--- src/rtl/sram_ctrl_pkg.sv ---
package sram_ctrl_pkg;
  typedef enum logic [1:0] {
    ST_IDLE  = 2'd0,
    ST_WRITE = 2'd1,
    ST_READ  = 2'd2
  } seq_state_e;

  function automatic int unsigned max_u(input int unsigned a, input int unsigned b);
    return (a > b) ? a : b;
  endfunction
endpackage

--- src/rtl/sram_pwr_gate.sv ---
module sram_pwr_gate #(
  parameter int unsigned PWR_CYC = 10000
) (
  input  logic clk,
  input  logic rst,
  output logic pwr_ok
);
  localparam int unsigned CW = $clog2(PWR_CYC + 1);

  logic [CW-1:0] wait_cnt;

  always_ff @(posedge clk) begin
    if (rst) begin
      wait_cnt <= '0;
      pwr_ok   <= 1'b0;
    end else if (!pwr_ok) begin
      if (wait_cnt == CW'(PWR_CYC - 1)) pwr_ok <= 1'b1;
      else                              wait_cnt <= wait_cnt + 1'b1;
    end
  end

  // once the wait has ended it never comes back
  p_pwr_sticky_r2: assert property (@(posedge clk) disable iff (rst)
    pwr_ok |=> pwr_ok);
endmodule

--- src/rtl/sram_rd_capture.sv ---
module sram_rd_capture #(
  parameter int unsigned DW = 16,
  localparam int unsigned NB = DW / 8
) (
  input  logic          clk,
  input  logic          rst,
  input  logic          cap_en,
  input  logic [NB-1:0] lane_en,
  input  logic [DW-1:0] dq_in,
  output logic          rd_valid,
  output logic [DW-1:0] rd_data
);
  always_ff @(posedge clk) begin
    if (rst) rd_valid <= 1'b0;
    else     rd_valid <= cap_en;
  end

  for (genvar g = 0; g < NB; g++) begin : g_lane
    always_ff @(posedge clk) begin
      if (rst)         rd_data[g*8 +: 8] <= '0;
      else if (cap_en) rd_data[g*8 +: 8] <= lane_en[g] ? dq_in[g*8 +: 8] : 8'h00;
    end
  end

  // read valid is a single-cycle pulse
  p_rdv_pulse_r7: assert property (@(posedge clk) disable iff (rst)
    rd_valid |=> !rd_valid);
endmodule

--- src/rtl/sram_seq.sv ---
module sram_seq
  import sram_ctrl_pkg::*;
#(
  parameter int unsigned AW        = 20,
  parameter int unsigned DW        = 16,
  parameter int unsigned WE_CYC    = 1,
  parameter int unsigned TURN_CYC  = 1,
  parameter int unsigned SETUP_CYC = 1,
  parameter int unsigned RD_CYC    = 1,
  localparam int unsigned NB = DW / 8
) (
  input  logic          clk,
  input  logic          rst,
  input  logic          pwr_ok,
  input  logic          req_valid,
  input  logic          req_write,
  input  logic [AW-1:0] req_addr,
  input  logic [DW-1:0] req_wdata,
  input  logic [NB-1:0] req_mask,
  output logic          req_ready,
  output logic [AW-1:0] mem_addr,
  output logic          mem_ce_n,
  output logic          mem_ce,
  output logic          mem_we_n,
  output logic          mem_oe_n,
  output logic [NB-1:0] mem_be_n,
  output logic [DW-1:0] mem_dq_out,
  output logic          mem_dq_oe,
  output logic          cap_en,
  output logic [NB-1:0] cap_lanes
);
  localparam int unsigned WE_LEN  = max_u(WE_CYC, TURN_CYC + SETUP_CYC);
  localparam int unsigned LEN_MAX = max_u(WE_LEN, RD_CYC);
  localparam int unsigned CNT_W   = $clog2(LEN_MAX + 1);

  seq_state_e       state;
  logic [CNT_W-1:0] cnt;
  logic             sel;
  logic             wr_last, rd_last, accept;

  assign req_ready = (state == ST_IDLE) && pwr_ok;
  assign accept    = req_ready && req_valid;
  assign wr_last   = (state == ST_WRITE) && (cnt == CNT_W'(WE_LEN - 1));
  assign rd_last   = (state == ST_READ)  && (cnt == CNT_W'(RD_CYC - 1));
  assign cap_en    = rd_last;
  assign cap_lanes = ~mem_be_n;
  assign mem_ce_n  = ~sel;
  assign mem_ce    = sel;

  always_ff @(posedge clk) begin
    if (rst) begin
      state      <= ST_IDLE;
      cnt        <= '0;
      sel        <= 1'b0;
      mem_we_n   <= 1'b1;
      mem_oe_n   <= 1'b1;
      mem_be_n   <= '1;
      mem_dq_oe  <= 1'b0;
      mem_addr   <= '0;
      mem_dq_out <= '0;
    end else begin
      case (state)
        ST_IDLE: begin
          if (accept) begin
            state      <= req_write ? ST_WRITE : ST_READ;
            cnt        <= '0;
            sel        <= 1'b1;
            mem_oe_n   <= 1'b0;
            mem_we_n   <= ~req_write;
            mem_be_n   <= ~req_mask;
            mem_addr   <= req_addr;
            mem_dq_out <= req_wdata;
            mem_dq_oe  <= req_write && (TURN_CYC == 0);
          end
        end
        ST_WRITE: begin
          if (wr_last) begin
            state     <= ST_IDLE;
            sel       <= 1'b0;
            mem_we_n  <= 1'b1;
            mem_oe_n  <= 1'b1;
            mem_be_n  <= '1;
            mem_dq_oe <= 1'b0;
          end else begin
            cnt       <= cnt + 1'b1;
            mem_dq_oe <= (32'(cnt) + 32'd1 >= TURN_CYC);
          end
        end
        ST_READ: begin
          if (rd_last) begin
            state    <= ST_IDLE;
            sel      <= 1'b0;
            mem_oe_n <= 1'b1;
            mem_be_n <= '1;
          end else begin
            cnt <= cnt + 1'b1;
          end
        end
        default: state <= ST_IDLE;
      endcase
    end
  end

  // a lane is enabled only while the part is selected
  p_lane_selected_r3: assert property (@(posedge clk) disable iff (rst)
    (mem_be_n != '1) |-> (!mem_ce_n && mem_ce));
  // the pad drives only inside a write strobe
  p_drive_in_strobe_r6: assert property (@(posedge clk) disable iff (rst)
    mem_dq_oe |-> !mem_we_n);
  // strobe rising releases the bus in the same cycle
  p_release_on_rise_r6: assert property (@(posedge clk) disable iff (rst)
    $rose(mem_we_n) |-> !mem_dq_oe);
  // no drive in the first strobe cycle when a gap is required
  p_turn_gap_r5: assert property (@(posedge clk) disable iff (rst)
    ($fell(mem_we_n) && (TURN_CYC != 0)) |-> !mem_dq_oe);
  // address and lanes hold still during the strobe
  p_addr_hold_r4: assert property (@(posedge clk) disable iff (rst)
    (!mem_we_n && $past(!mem_we_n)) |-> ($stable(mem_addr) && $stable(mem_be_n)));
  // no new request is taken during an access
  p_busy_no_ready_r8: assert property (@(posedge clk) disable iff (rst)
    (state != ST_IDLE) |-> !req_ready);
endmodule

--- src/rtl/sram_async_ctrl.sv ---
module sram_async_ctrl #(
  parameter int unsigned AW        = 20,
  parameter int unsigned DW        = 16,
  parameter int unsigned PWR_CYC   = 10000,
  parameter int unsigned WE_CYC    = 1,
  parameter int unsigned TURN_CYC  = 1,
  parameter int unsigned SETUP_CYC = 1,
  parameter int unsigned RD_CYC    = 1,
  localparam int unsigned NB = DW / 8
) (
  input  logic          clk,
  input  logic          rst,
  input  logic          req_valid,
  output logic          req_ready,
  input  logic          req_write,
  input  logic [AW-1:0] req_addr,
  input  logic [DW-1:0] req_wdata,
  input  logic [NB-1:0] req_mask,
  output logic          rd_valid,
  output logic [DW-1:0] rd_data,
  output logic [AW-1:0] mem_addr,
  output logic          mem_ce_n,
  output logic          mem_ce,
  output logic          mem_we_n,
  output logic          mem_oe_n,
  output logic [NB-1:0] mem_be_n,
  output logic [DW-1:0] mem_dq_out,
  output logic          mem_dq_oe,
  input  logic [DW-1:0] mem_dq_in
);
  logic          pwr_ok;
  logic          cap_en;
  logic [NB-1:0] cap_lanes;

  sram_pwr_gate #(.PWR_CYC(PWR_CYC)) u_pwr (
    .clk(clk), .rst(rst), .pwr_ok(pwr_ok)
  );

  sram_seq #(
    .AW(AW), .DW(DW), .WE_CYC(WE_CYC), .TURN_CYC(TURN_CYC),
    .SETUP_CYC(SETUP_CYC), .RD_CYC(RD_CYC)
  ) u_seq (
    .clk(clk), .rst(rst), .pwr_ok(pwr_ok),
    .req_valid(req_valid), .req_write(req_write), .req_addr(req_addr),
    .req_wdata(req_wdata), .req_mask(req_mask), .req_ready(req_ready),
    .mem_addr(mem_addr), .mem_ce_n(mem_ce_n), .mem_ce(mem_ce),
    .mem_we_n(mem_we_n), .mem_oe_n(mem_oe_n), .mem_be_n(mem_be_n),
    .mem_dq_out(mem_dq_out), .mem_dq_oe(mem_dq_oe),
    .cap_en(cap_en), .cap_lanes(cap_lanes)
  );

  sram_rd_capture #(.DW(DW)) u_cap (
    .clk(clk), .rst(rst), .cap_en(cap_en), .lane_en(cap_lanes),
    .dq_in(mem_dq_in), .rd_valid(rd_valid), .rd_data(rd_data)
  );

  // nothing is accepted before the power-up wait ends
  p_pwr_blocks_ready_r2: assert property (@(posedge clk) disable iff (rst)
    !pwr_ok |-> !req_ready);
  // deselected part has every strobe inactive
  p_idle_quiet_r1: assert property (@(posedge clk) disable iff (rst)
    (mem_ce_n && !mem_ce) |-> (mem_we_n && mem_oe_n && !mem_dq_oe));
endmodule

--- config.mk ---
export PLATFORM = sky130hd
export DESIGN_NAME = sram_async_ctrl
export DESIGN_NICKNAME = d
export VERILOG_FILES = /design/src/rtl/sram_ctrl_pkg.sv /design/src/rtl/sram_pwr_gate.sv /design/src/rtl/sram_rd_capture.sv /design/src/rtl/sram_seq.sv /design/src/rtl/sram_async_ctrl.sv
export SDC_FILE = /design/constraint.sdc
export NUM_CORES = 1
export LEC_CHECK = 0
export ABC_AREA = 1
export BUFFER_PORTS_ARGS = -buffer_cell sky130_fd_sc_hd__buf_2
export CORE_ASPECT_RATIO = 0.7
export CORE_MARGIN = 5
export CORE_UTILIZATION = 40
export CTS_BUF_LIST = sky130_fd_sc_hd__clkbuf_4
export DETAILED_ROUTE_END_ITERATION = 10
export PLACE_DENSITY_LB_ADDON = 0.12
export SKIP_LAST_GASP = 1
export SLEW_MARGIN = 20
export SYNTH_ARGS = -nofsm -noshare
export SYNTH_HDL_FRONTEND = slang
export SYNTH_SLANG_ARGS = --single-unit
--- constraint.sdc ---
create_clock -name clk -period 3 [get_ports clk]
set_input_delay 0.3 -clock clk [delete_from_list [all_inputs] [get_ports clk]]
set_output_delay 0.3 -clock clk [all_outputs]
set_load 0.01 [all_outputs]
Word level (Yosys, flattened, before mapping):

Cells that the tools add are included.

* bits in registers: 78
* word-level logic and storage cells: 77
* bits of input ports: 58
* output and inout bits: 61

* reductions and logical operators: 15
* bitwise logic cells: 6
* eq/ne operators: 9
* add/sub/neg operators: 3
* magnitude comparators: 1
* multiplexer cells: 29

Operators with widths (number)
* greater-or-equal comparator 32 x 1 -> 1 bit (second input constant): 1
* two-way mux 2 bit: 10
* one-hot mux 2 bit (3 select lines): 3
* two-way mux 8 bit: 2
* adder 14 x 1 -> 14 bit (second input constant): 1
* equality test 14 bit (second input constant): 1
* two-way mux 1 bit: 10
* AND reduction 4 bit: 2
* != test 2 x 1 -> 1 bit (second input constant): 3
* one-hot mux 1 bit (3 select lines): 2
* AND reduction 2 bit: 3
* AND reduction 3 bit: 2
* equality test 2 x 1 -> 1 bit (second input constant): 2
* logical AND 1 bit: 4
* zero test 2 bit: 2
* != test 2 bit (second input constant): 2
* inverter 1 bit: 4
* inverter 2 bit: 2
* one-hot mux 1 bit (2 select lines): 2
* adder 2 x 1 -> 3 bit (second input constant): 1
* nonzero test 3 bit: 1
* adder 2 x 1 -> 2 bit (second input constant): 1
* equality test 2 bit (second input constant): 1
* nonzero test 2 bit: 1

Logic depth before layout (Yosys ltp):

* depth after elaboration: 5
* mapped depth: 10

By module:

Synthesis repeated with hierarchy kept, for this count alone.

* cell total of the unflattened synthesis: 439
* area total of the unflattened synthesis: 3375.7 um^2

By module, submodules not included
* sram_seq: times used 1, cells each 245, area an instance 1884.3 um^2
* sram_pwr_gate: times used 1, cells each 120, area an instance 794.5 um^2
* sram_rd_capture: times used 1, cells each 74, area an instance 696.9 um^2

Worst setup path before layout:

No wires, ideal clock.

* kind: register -> register
* from: register u_seq.state[0]
* to: register u_seq.cnt[0]
* period minus slack after synthesis: 1.500 ns
* arrival time: 1.387 ns
* data required time: 2.887 ns
* cell stages (with the launch flop): 9
* setup slack: 1.500 ns
* path through: dfxtp_1 inv_1 ha_1 inv_1 or2_2 a21oi_2 o21ai_0 nand2_1 nor2_1

* cells in the longest elaborated chain, start to end: 5

Ends and longest elaborated chain
* start, declared: RTL line sram_seq.sv:36 `seq_state_e state;`
* start signal, assigned: RTL line sram_seq.sv:65 `state <= req_write ? ST_WRITE : ST_READ;`
* zero test 2 bit: RTL line sram_seq.sv:41, sram_seq.sv:62
* logical AND 1 bit: RTL line sram_seq.sv:41 `assign req_ready = (state == ST_IDLE) && pwr_ok;`
* logical AND 1 bit: RTL line sram_seq.sv:42 `assign accept = req_ready && req_valid;`
* != test 2 x 1 -> 1 bit (no line)
* AND reduction 4 bit (no line)
* end signal, assigned: RTL line sram_seq.sv:85 `cnt <= cnt + 1'b1;`
* end signal, assigned: RTL line sram_seq.sv:96 `cnt <= cnt + 1'b1;`
* end, declared: RTL line sram_seq.sv:37 `logic [CNT_W-1:0] cnt;`

Several ways; a longest one is shown, not always the timed one.
A chain may end at the register's enable or synchronous reset.

Final worst setup path:

* from: register u_seq.state[0]
* to: output port req_ready

* cells in the longest elaborated chain, start to end: 2

Ends and longest elaborated chain
* zero test 2 bit: RTL line sram_seq.sv:41
* logical AND 1 bit: RTL line sram_seq.sv:41
* end, declared: RTL line sram_async_ctrl.sv:14 `output logic req_ready,`

Every way passes these cells.

==> metrics.yaml <==
outcome: "completed"
fp.dieH_microns: 85.12
drtAntennaViolNets: 0
grt_max_degree: 46
ir_worst_vdd_mv: 0.3096
worst_setup_path_start_kind: "flop"
htreeDepth: 3
p_switching_w: 0.0007288
cts_resized: 0
postCtsSetupBuffers: 0
yosys_warnings: 0
reg2reg_depth: 6
clkLatencyLatePin_ps: 430
ys_seq_area_frac: 0.4843
syn_nets: 500
grt_pass1_vias: 3174
criticalPathCategory: "flop to primary output"
place_congestion: 0.7689
layout_common_cells: "buf_2 (118), nand2_1 (107), nand3_1 (86)"
pwr-share-seq: 0.509
start_util: 0.4096
clock-sinks: 78
wl_mm: 8.543
skew_ps: 12.79
worst_pin_slew_ps: 737.5
grt_pass1_wl_mm: 14.38
power_frac_clock: 0.268
synth.distinct_cells: 22
cts_buffer_depth: 2
rows: 27
maxCapViolCount: 0
n_antenna_cell: 0
grt_usage: 0.1720
setup_viol: 0
drcViolationCount: 0
p_leak_nw: 1.878
drt_iter0_markers: 149
crit_arrival_ps: 1970
period_share: 0.7567
fin_nets: 612
cts_tree: "yes"
slew_headroom: 0.5078
worstHoldPathCells: 3
avgRoutedWirePerCell_microns: 13.12
crit_path_end_kind: "primary output"
avgViaCountPerCell: 4.982
ctsHoldBuffers: 0
cts.clk_slew.worst_paths_ps: 130
ios: 119
worstPathRequired_ps: 2700
fin_tns_setup_ps: 0
hold_class: "input pin to flop"
syn_inst: 435
ys_seq_elements: 78
ff2ff_setup_slack_ps: 1160
drive_gt1_frac: 0.2727
first_pass_iters: 4
final_core_util: 0.5064
antenna_found_initial: 0
syn_area_per_cell_sq_um: 7.412
power_density_nw_per_um2: 560.4
dieArea_sq_um: 9985
report.final.hold_viol_count: 0
fin_crit_ps: 2270
via_count: 3243
fillers: 810
max_freq_ghz: 0.4405
slew_viol_final: 0
io_buffer_count: 118
cp_max_fo: 37
dp_hpwl_mm: 6.048
cts_root_buf: "clkbuf_4"
comb_power_share: 0.223
die_x_microns: 117.3
p_int_w: 0.001505
core_sq_um: 7871
syn_area_sq_um: 3224
final_common_cell: "buf_2"
overflow: 0
switching_share: 0.3263
area.growth.synth_to_final_pct: 23.63
cts_buffers: 9
rsz0062_at_grt: "no"
[Yosys cell counts (all sizes together)]
| cell type | n | share of area |
|---|---|---|
| nand2 | 111 | 0.13 |
| nand3 | 88 | 0.14 |
| dfxtp | 78 | 0.48 |
| a21oi | 51 | 0.081 |
| inv | 32 | 0.037 |
| nor2 | 32 | 0.039 |
| buf | 12 | 0.022 |
| o21ai | 10 | 0.016 |
| clkbuf | 9 | 0.010 |
| ha | 7 | 0.027 |
| o211ai | 2 | 0.0047 |
| nor3 | 1 | 0.0016 |
| or2 | 1 | 0.0019 |
| xor2 | 1 | 0.0027 |
[area by class of cell]
type / count / area [sq um] / area share
clock buffer: 9 / 67.56 / 0.01695
clock inverter: 5 / 52.55 / 0.01318
inverter: 32 / 120.1 / 0.03013
multi-input combinational: 304 / 1438 / 0.3606
sequential: 78 / 1562 / 0.3917
tap: 101 / 126.4 / 0.03170
timing repair buffer: 122 / 620.6 / 0.1557
[layer usage]
metal	GRT usage	up-vias	routed length, microns
li1	-	1649	-
met1	0.2159	1495	4114
met2	0.2705	89	3784
met3	0.06862	10	539
met4	0.05796	0	106
met5	0	-	0
[per-stage QoR]
stage	total power, W	setup WS (ps)	hold WS, ps	instance area, sq um	std cells
finish	0.002234	729.8	86.47	3986	651
global route	0.002388	577.8	41.46	3986	651
CTS	0.002263	703.9	57.58	3986	651
detailed placement	0.001657	1209	452.2	3866	637
global placement	0.001650	1225	448.9	3866	637
floorplan	0.001494	1500	434.5	3224	435
[power by group through the flow]
stage / clock network, W / registers (W) / logic, W
after floorplan: 0 / 0.00117 / 0.000324
after global placement: 0 / 0.00116 / 0.000492
after detailed placement: 0 / 0.00116 / 0.000497
after CTS: 0.000626 / 0.00114 / 0.000500
after global routing: 0.000673 / 0.00115 / 0.000568
final: 0.000598 / 0.00114 / 0.000498
[sequential cells by signal (all words and copies together), names as in the netlist]
| register | cells |
|---|---|
| u_cap.rd_data | 16 |
| u_pwr.wait_cnt | 14 |
| u_cap.rd_valid | 1 |
| u_pwr.pwr_ok | 1 |
| u_seq.mem_be_n | 2 |
| u_seq.mem_we_n | 1 |
| u_seq.mem_addr | 20 |
| u_seq.cnt | 2 |
| u_seq.mem_dq_oe | 1 |
| u_seq.mem_dq_out | 16 |
| u_seq.state | 2 |
| u_seq.mem_oe_n | 1 |
| u_seq.mem_ce | 1 |
[cell families after synthesis]
kind of cell               synth area share
DFF                                  0.4843
AOI/OAI and AO/OA                    0.1017
xor gates and xnor gates           0.002717
adders and majority gates           0.02716
buffers and inverters               0.06984
and+or+nand+nor                      0.3143
[final timing paths]
path / endpoint / startpoint
min: u_cap.rd_data[7] / mem_dq_in[7]
min reg2reg: u_seq.mem_dq_out[12] / u_seq.mem_dq_out[12]
max: req_ready / u_seq.state[0]
max reg2reg: u_cap.rd_data[3] / u_seq.state[0]
[worst max-delay path, cell delays in order, from the launching register on]
cell     delay [ps]
dfxtp_1         360
inv_1            90
ha_1            290
nand2_1         100
inv_2           450
buf_2           240
(Power assumes the default switching activity.)
